<file path="config.mk">
export PLATFORM = sky130hd
export DESIGN_NAME = pwr2_clkdiv
export DESIGN_NICKNAME = d
export VERILOG_FILES = /design/src/rtl/pwr2_clkdiv_pkg.sv /design/src/rtl/pwr2_clkdiv_regs.sv /design/src/rtl/pwr2_clkdiv_seq.sv /design/src/rtl/pwr2_clkdiv_core.sv /design/src/rtl/pwr2_clkdiv.sv
export SDC_FILE = /design/constraint.sdc
export NUM_CORES = 1
export LEC_CHECK = 0
export BUFFER_PORTS_ARGS = -buffer_cell sky130_fd_sc_hd__buf_4
export CORE_MARGIN = 3
export CORE_UTILIZATION = 40
export DETAILED_ROUTE_END_ITERATION = 16
export PLACE_DENSITY_LB_ADDON = 0.08
export RECOVER_POWER = 25
export SLEW_MARGIN = 40
export SYNTH_ARGS = -nofsm -noshare
export SYNTH_HDL_FRONTEND = slang
export SYNTH_SLANG_ARGS = --single-unit
</file>
<file path="constraint.sdc">
create_clock -name clk -period 3.3 [get_ports clk]
set_input_delay 0.66 -clock clk [delete_from_list [all_inputs] [get_ports clk]]
set_output_delay 0.66 -clock clk [all_outputs]
set_load 0.005 [all_outputs]
</file>
<file path="src/rtl/pwr2_clkdiv_pkg.sv">
package pwr2_clkdiv_pkg;

    localparam int FAC_W     = 3;
    localparam int CNT_W     = (1 << FAC_W) - 2;
    localparam int MAX_RATIO = 1 << (CNT_W);
    localparam int TMR_W     = $clog2(3 * MAX_RATIO + 3);

    typedef enum logic [1:0] {
        ST_OFF,
        ST_WAKE,
        ST_RUN,
        ST_HALT
    } seq_state_e;

    // factor code -> exponent of the ratio; codes 0 and 1 both mean ratio 1
    function automatic logic [FAC_W-1:0] fac_to_exp(input logic [FAC_W-1:0] fac);
        return (fac == '0) ? '0 : fac - FAC_W'(1);
    endfunction

    // one-hot mask of the counter bit that forms the output at exponent k
    function automatic logic [CNT_W-1:0] half_mask(input logic [FAC_W-1:0] k);
        return (k == '0) ? '0 : (CNT_W'(1) << (k - FAC_W'(1)));
    endfunction

endpackage

</file>
<file path="src/rtl/pwr2_clkdiv_regs.sv">
module pwr2_clkdiv_regs
    import pwr2_clkdiv_pkg::*;
#(
    parameter int          AW       = 8,
    parameter int          DW       = 8,
    parameter logic [AW-1:0] FAC_ADDR = 8'h43,
    parameter logic [AW-1:0] EN_ADDR  = 8'h46,
    parameter int          EN_BIT   = 7
) (
    input  logic             clk,
    input  logic             rst_n,
    input  logic [AW-1:0]    addr,
    input  logic             we,
    input  logic [DW-1:0]    wdata,
    input  logic             busy,
    output logic [DW-1:0]    rdata,
    output logic [FAC_W-1:0] fac_q,
    output logic             en_q
);

    always_ff @(posedge clk or negedge rst_n) begin
        if (!rst_n) begin
            fac_q <= '0;
            en_q  <= 1'b0;
        end else if (we) begin
            if (addr == FAC_ADDR) fac_q <= wdata[FAC_W-1:0];
            if (addr == EN_ADDR)  en_q  <= wdata[EN_BIT];
        end
    end

    always_comb begin
        rdata = '0;
        if (addr == FAC_ADDR) begin
            rdata[FAC_W-1:0] = fac_q;
        end else if (addr == EN_ADDR) begin
            rdata[EN_BIT] = en_q;
            rdata[0]      = busy;
        end
    end

    p_fac_store_r2: assert property (@(posedge clk) disable iff (!rst_n)
        (we && addr == FAC_ADDR) |=> (fac_q == $past(wdata[FAC_W-1:0])));

    p_en_store_r3: assert property (@(posedge clk) disable iff (!rst_n)
        (we && addr == EN_ADDR) |=> (en_q == $past(wdata[EN_BIT])));

endmodule

</file>
<file path="src/rtl/pwr2_clkdiv_seq.sv">
module pwr2_clkdiv_seq
    import pwr2_clkdiv_pkg::*;
(
    input  logic             clk,
    input  logic             rst_n,
    input  logic             en_req,
    input  logic [FAC_W-1:0] exp_act,
    input  logic             div_active,
    output logic             run_req,
    output logic             busy
);

    seq_state_e        state, state_nx;
    logic [TMR_W-1:0]  tmr;
    logic [TMR_W-1:0]  ratio;
    logic              tmr_zero;

    assign ratio    = TMR_W'(1) << exp_act;
    assign tmr_zero = (tmr == '0);

    always_comb begin
        state_nx = state;
        unique case (state)
            ST_OFF:  if (en_req)                   state_nx = ST_WAKE;
            ST_WAKE: if (tmr_zero)                 state_nx = ST_RUN;
            ST_RUN:  if (!en_req)                  state_nx = ST_HALT;
            ST_HALT: if (tmr_zero && !div_active)  state_nx = ST_OFF;
        endcase
    end

    always_ff @(posedge clk or negedge rst_n) begin
        if (!rst_n) begin
            state <= ST_OFF;
            tmr   <= '0;
        end else begin
            state <= state_nx;
            if (state == ST_OFF && state_nx == ST_WAKE)
                tmr <= ratio * TMR_W'(3);
            else if (state == ST_RUN && state_nx == ST_HALT)
                tmr <= ratio * TMR_W'(3) - TMR_W'(2);
            else if (!tmr_zero)
                tmr <= tmr - TMR_W'(1);
        end
    end

    always_comb begin
        run_req = 1'b0;
        busy    = 1'b0;
        unique case (state)
            ST_OFF:  busy = en_req;
            ST_WAKE: begin run_req = 1'b1; busy = 1'b1; end
            ST_RUN:  begin run_req = 1'b1; busy = !en_req; end
            ST_HALT: busy = 1'b1;
        endcase
    end

    p_run_live_r6: assert property (@(posedge clk) disable iff (!rst_n)
        (state == ST_RUN) |-> div_active);

    p_off_parked_r7: assert property (@(posedge clk) disable iff (!rst_n)
        (state == ST_OFF && !en_req) |-> !div_active);

endmodule

</file>
<file path="src/rtl/pwr2_clkdiv_core.sv">
module pwr2_clkdiv_core
    import pwr2_clkdiv_pkg::*;
(
    input  logic             clk,
    input  logic             rst_n,
    input  logic             run_req,
    input  logic [FAC_W-1:0] fac,
    output logic [FAC_W-1:0] exp_act,
    output logic             div_active,
    output logic             clk_out
);

    logic             run_q, out_q, gate_lo;
    logic [CNT_W-1:0] cnt, cnt_nx, hi_len;
    logic [FAC_W-1:0] k_q, k_new;
    logic             bit_nx, rise;

    assign k_new  = fac_to_exp(fac);
    assign cnt_nx = cnt + CNT_W'(1);
    assign bit_nx = |(cnt_nx & half_mask(k_q));
    assign rise   = (k_q == '0) || (bit_nx && !out_q);

    always_ff @(posedge clk or negedge rst_n) begin
        if (!rst_n) begin
            run_q <= 1'b0;
            cnt   <= '0;
            out_q <= 1'b0;
            k_q   <= '0;
        end else if (!run_q) begin
            cnt   <= '0;
            out_q <= 1'b0;
            if (!gate_lo) begin
                k_q   <= k_new;
                run_q <= run_req;
            end
        end else if (!run_req) begin
            // park only where the output is, or is about to be, low
            if (k_q == '0 || !bit_nx) begin
                run_q <= 1'b0;
                cnt   <= '0;
                out_q <= 1'b0;
            end else begin
                cnt   <= cnt_nx;
                out_q <= 1'b1;
            end
        end else if (rise && k_new != k_q) begin
            k_q   <= k_new;
            cnt   <= half_mask(k_new);
            out_q <= (k_new != '0);
        end else begin
            cnt   <= cnt_nx;
            out_q <= bit_nx;
        end
    end

    always_ff @(negedge clk or negedge rst_n) begin
        if (!rst_n) gate_lo <= 1'b0;
        else        gate_lo <= run_q && (k_q == '0);
    end

    always_ff @(posedge clk or negedge rst_n) begin
        if (!rst_n)     hi_len <= '0;
        else if (out_q) hi_len <= hi_len + CNT_W'(1);
        else            hi_len <= '0;
    end

    assign exp_act    = k_q;
    assign div_active = run_q || gate_lo;
    assign clk_out    = (k_q == '0) ? (clk & gate_lo) : out_q;

    p_full_high_r8: assert property (@(posedge clk) disable iff (!rst_n)
        $fell(out_q) |-> ($past(hi_len) == half_mask($past(k_q)) - CNT_W'(1)));

    p_idle_low_r1: assert property (@(posedge clk) disable iff (!rst_n)
        (!run_q && !gate_lo) |-> !out_q);

endmodule

</file>
<file path="src/rtl/pwr2_clkdiv.sv">
module pwr2_clkdiv
    import pwr2_clkdiv_pkg::*;
#(
    parameter int            AW       = 8,
    parameter int            DW       = 8,
    parameter logic [AW-1:0] FAC_ADDR = 8'h43,
    parameter logic [AW-1:0] EN_ADDR  = 8'h46,
    parameter int            EN_BIT   = 7
) (
    input  logic          clk,
    input  logic          rst_n,
    input  logic [AW-1:0] addr,
    input  logic          we,
    input  logic [DW-1:0] wdata,
    output logic [DW-1:0] rdata,
    output logic          clk_out,
    output logic          busy
);

    logic [FAC_W-1:0] fac_q, exp_act;
    logic             en_q, run_req, div_active;

    pwr2_clkdiv_regs #(
        .AW(AW), .DW(DW), .FAC_ADDR(FAC_ADDR), .EN_ADDR(EN_ADDR), .EN_BIT(EN_BIT)
    ) u_regs (
        .clk(clk), .rst_n(rst_n), .addr(addr), .we(we), .wdata(wdata),
        .busy(busy), .rdata(rdata), .fac_q(fac_q), .en_q(en_q)
    );

    pwr2_clkdiv_seq u_seq (
        .clk(clk), .rst_n(rst_n), .en_req(en_q), .exp_act(exp_act),
        .div_active(div_active), .run_req(run_req), .busy(busy)
    );

    pwr2_clkdiv_core u_core (
        .clk(clk), .rst_n(rst_n), .run_req(run_req), .fac(fac_q),
        .exp_act(exp_act), .div_active(div_active), .clk_out(clk_out)
    );

endmodule

</file>
== Yosys cells after proc, flatten, opt, wreduce, memory -nomap -nowiden ==
Index checks and enable logic that the tools add are counted.
Storage, ports and cells
  flip-flop bits (word level): 26
  latch bits: 0
  memory bits (writable): 0
  memory bits (read-only): 0
  input bits: 19
  output and inout bits: 10
  logic and storage cells: 92
  memories: 0
Operators by class
  add/sub/neg operators: 6
  multiply operators: 1
  div/mod/pow operators: 0
  order comparisons: 0
  equal/unequal tests: 12
  shifts and indexed selects: 3
  muxes and demuxes: 34
  bitwise operators: 2
  reductions and logical operators: 25
Operators by type and width (number)
  $mux W6: 6
  $mux W8: 3
  $eq A8 B7 Y1 const B: 2
  $mux W3: 5
  $mux W1: 13
  $shl A1 B3 Y6 const A: 2
  $mux W2: 5
  $logic_not A3 Y1: 3
  $sub A3 B1 Y3 const B: 3
  $logic_not A8 Y1: 1
  $mul A8 B2 Y8 const B: 1
  $pmux W2 S4: 1
  $shl A1 B3 Y8 const A: 1
  $sub A8 B1 Y8 const B: 1
  $sub A8 B2 Y8 const B: 1
  $add A6 B1 Y6 const B: 1
  $and A6 B6 Y6: 1
  $eq A2 B2 Y1 const B: 3
  $logic_and A1 B1 Y1: 6
  $reduce_or A6 Y1: 1
  $eq A2 B1 Y1 const B: 2
  $logic_not A1 Y1: 4
  $ne A2 B1 Y1 const B: 2
  $reduce_and A2 Y1: 2
  10 further kinds: 13

== Depth between registers and ports, before layout ==
  word-level depth: 11
  depth in mapped cells: 12
  mapped depth without buffers: 10

== Hierarchy ==
A second synthesis with hierarchy kept.
Second synthesis, totals
  cells, all modules: 244
  area total of the unflattened synthesis: 2323.5 um^2
By module, submodules not included
  pwr2_clkdiv_core: instances 1, cells an instance 111, area each 1104.8 um^2, sequential area each 300.3 um^2
  pwr2_clkdiv_seq: instances 1, cells an instance 110, area each 945.9 um^2, sequential area each 250.2 um^2
  pwr2_clkdiv_regs: instances 1, cells an instance 23, area each 272.8 um^2, sequential area each 100.1 um^2

==> out/metrics.cfg <==
[synthesis]
ys_seq_elements = 26
netlist.area_leader.share_pct = 26.8
async_flop_share_pct = 100
syn_avg_cell_area_um2 = 8.32
ys.flop_type = dfrtp_1
yosys.area.top_type = dfrtp_1
synth.area.top_cells = dfrtp_1 (27%), ha_1 (8.1%), a21oi_1 (4.1%)
synth_cells = 280
synth-edff-count = 0
ys_types = 57
synth-seq-area-share_pct = 27.9
yosys_warnings = 0
synthesis.area_um2 = 2330

[pwr]
ir_drop_v = 0.000234
power.total_w = 0.00142
power_density_nw_per_um2 = 535
power_leakage_nw = 1.20

[die]
die-area_um2 = 6780
dieWidth_um = 82.3
die_height_um = 82.3
initial_core_util_pct = 41.8
coreArea_um2 = 5570
io_pins = 29
num_rows = 27

[min_path]
hold_end = u_regs.fac_q[2]$_DFFE_PN0P_
hold_depth = 2
hold_path.startpoint = wdata[2]
hp-class = in -> reg

[critical_path]
reg2regPathDepth = 4
cp_max_fo = 2
start_kind = register
cp.arrival_ns = 2.76
cp_slowest_cell = dfrtn_1
worst_r2r_endpoint = u_core.exp_act[2]$_DFFE_PN0P_
endpoint_kind = primary output
reg2reg_setup_slack_ns = 0.31
r2r_start = u_core.gate_lo$_DFF_NN0_
worstPathRequired_ns = 2.64
max_stage_delay_ns = 0.42
timing_worst_setup_path_type = reg -> out
crit_chain = nand3_1 -> o21ai_2 -> buf_4

[cells_and_area]
drive_gt1_share_pct = 15.8
area_delta_synth_final_pct = 13.7
diodes = 0
final_cells = 376
finalNetCount = 339
nFillCells = 557
final_cell_mix = nor2_1 (25), dfrtp_1 (25), buf_4 (24)

[placed_design]
dp_hpwl_mm = 4.01
dp_cells = 368
pre_cts_ws_ns = 0.315
gp_congestion = 0.827
port_buffers = 20

[clocking]
postCtsHoldBufs = 0
clkLatencyLatePin_ns = 0.40
clkTransAtPathRegs_ns = 0.10
tritoncts = done

[global_route]
grt_pass1_vias = 1949
grt_pass1_wl_mm = 9.00
grt.total_usage_pct = 17.4
gr-total-overflow = 0
grt_max_degree = 26
antenna_found_initial = 0

[sta]
rsz0062_at_grt = true
worst_pin_slew_ns = 1.44
hold_viol = 0
skew_ns = 0.0229
drv_slew = 0
finalSetupViolCount = 2
slew_headroom_pct = 4.05
fin_ws_ns = -0.118

[route]
route.detailed.wl_per_inst_um = 13.9
routed_wl_mm = 5.21
drt-pass1-iter-count = 4
drc = 0
drt_iter0_drc = 80
via_count = 2073
viasPerCell = 5.51
ant_nets = 0

[outcome]
status = complete, but fails checks
violations = setup timing

[flow_run]
cap_violations = 0

[stage by stage]
stage / hold WS [ns] / setup TNS (ns) / util (%) / area [um2]
after detailed placement: 0.582 / 0 / 45.7 / 2550
after global routing: 0.488 / -0.150 / 47.5 / 2650
after CTS: 0.304 / -0.126 / 47.7 / 2660
after floorplan: 0.364 / 0 / - / 2350
after global placement: 0.580 / 0 / 45.7 / 2550
final: 0.504 / -0.118 / 47.5 / 2650
[Yosys cell counts, types with 2 or more instances]
library cell,count
a211oi_1,6
a21boi_0,2
a21oi_1,19
a31oi_1,3
a32oi_1,2
and2_1,7
and3_1,3
buf_2,4
buf_4,5
clkbuf_1,3
dfrtp_1,25
ha_1,15
inv_1,16
mux2_2,4
mux2_4,2
mux2i_1,8
nand2_1,22
nand2b_1,5
nand3_1,5
nand3b_1,3
nand4_1,3
nand4b_1,2
nor2_1,25
nor2b_1,6
nor3_1,13
nor3b_1,3
nor4_1,2
nor4b_1,3
o2111ai_1,2
o211ai_1,2
o21a_1,2
o21ai_0,9
o21ai_1,2
o22ai_1,3
o31ai_1,3
or2_2,2
or3_1,3
or3b_2,2
or4_1,2
or4bb_1,2
xnor2_1,7
xor2_1,8
[sequential cells by signal, indices dropped and copies added (netlist names)]
name	cells
u_seq.tmr	8
u_core.cnt	6
u_core.exp_act	3
u_regs.fac_q	3
u_seq.state	2
u_core.gate_lo	1
u_core.out_q	1
u_core.run_q	1
u_regs.en_q	1
[repair_timing]
| action | 4_1_cts | 5_1_grt |
|---|---|---|
| gates resized for setup | 2 | 0 |
| buffers inserted | 1 | 0 |
| endpoints found under the setup margin | 2 | 2 |
| gates cloned | 0 | 0 |
[cell type report]
cell class	instances	area [um2]	share of cell area [%]
Multi-Input combinational cell	229	1570	59.1
Timing Repair Buffer	25	180	6.80
Tap cell	72	90.1	3.40
Inverter	16	60.1	2.27
Clock buffer	8	104	3.92
Sequential cell	26	651	24.6
[power breakdown]
group | leakage (nW) | internal (W) | total (W) | switching (W)
Combinational | 0.794 | 0.000279 | 0.000618 | 0.000339
Sequential | 0.344 | 0.000392 | 0.000481 | 0.0000891
Clock | 0.0596 | 0.000190 | 0.000320 | 0.000130
Total | 1.20 | 0.000861 | 0.00142 | 0.000557
[how the worst max path moves through the flow]
stage	start	to	slack [ns]	depth (start not counted)
after CTS	u_core.gate_lo$_DFF_NN0_	clk_out	-0.13	3
after global placement	u_core.gate_lo$_DFF_NN0_	clk_out	0.32	3
after detailed placement	u_core.gate_lo$_DFF_NN0_	clk_out	0.31	3
after global routing	u_core.gate_lo$_DFF_NN0_	clk_out	-0.15	3
after floorplan	u_core.gate_lo$_DFF_NN0_	clk_out	0.43	2
final	u_core.gate_lo$_DFF_NN0_	clk_out	-0.12	3
[critical path: cells and delay by family (launching register included)]
kind | cells | cell delay [ns]
flops | 1 | 0.42
buf+inv | 1 | 0.13
simple gates | 1 | 0.09
compound gates | 1 | 0.07
[layer usage]
| layer | part of all wire, % | up-vias | routed length [um] | GRT usage, % |
|---|---|---|---|---|
| met1 | 48 | 975 | 2480 | 23.3 |
| li1 | - | 1046 | - | - |
| met3 | 4.1 | 9 | 216 | 3.36 |
| met5 | 0 | - | 0 | 0 |
| met2 | 46 | 43 | 2400 | 26.7 |
| met4 | 2.1 | 0 | 107 | 8.31 |
[cells by family after synthesis]
| kind of cell | share of synthesized area [%] |
|---|---|
| buffers and inverters | 5.74 |
| AO/OA/AOI/OAI | 17.9 |
| multiplexers | 6.66 |
| AND/OR/NAND/NOR | 27.9 |
| flip-flops | 27.9 |
| other | 0.161 |
| XOR/XNOR | 5.64 |
| adder cells (fa/ha/maj) | 8.05 |
Note: power is estimated with default switching activity, not from simulation.
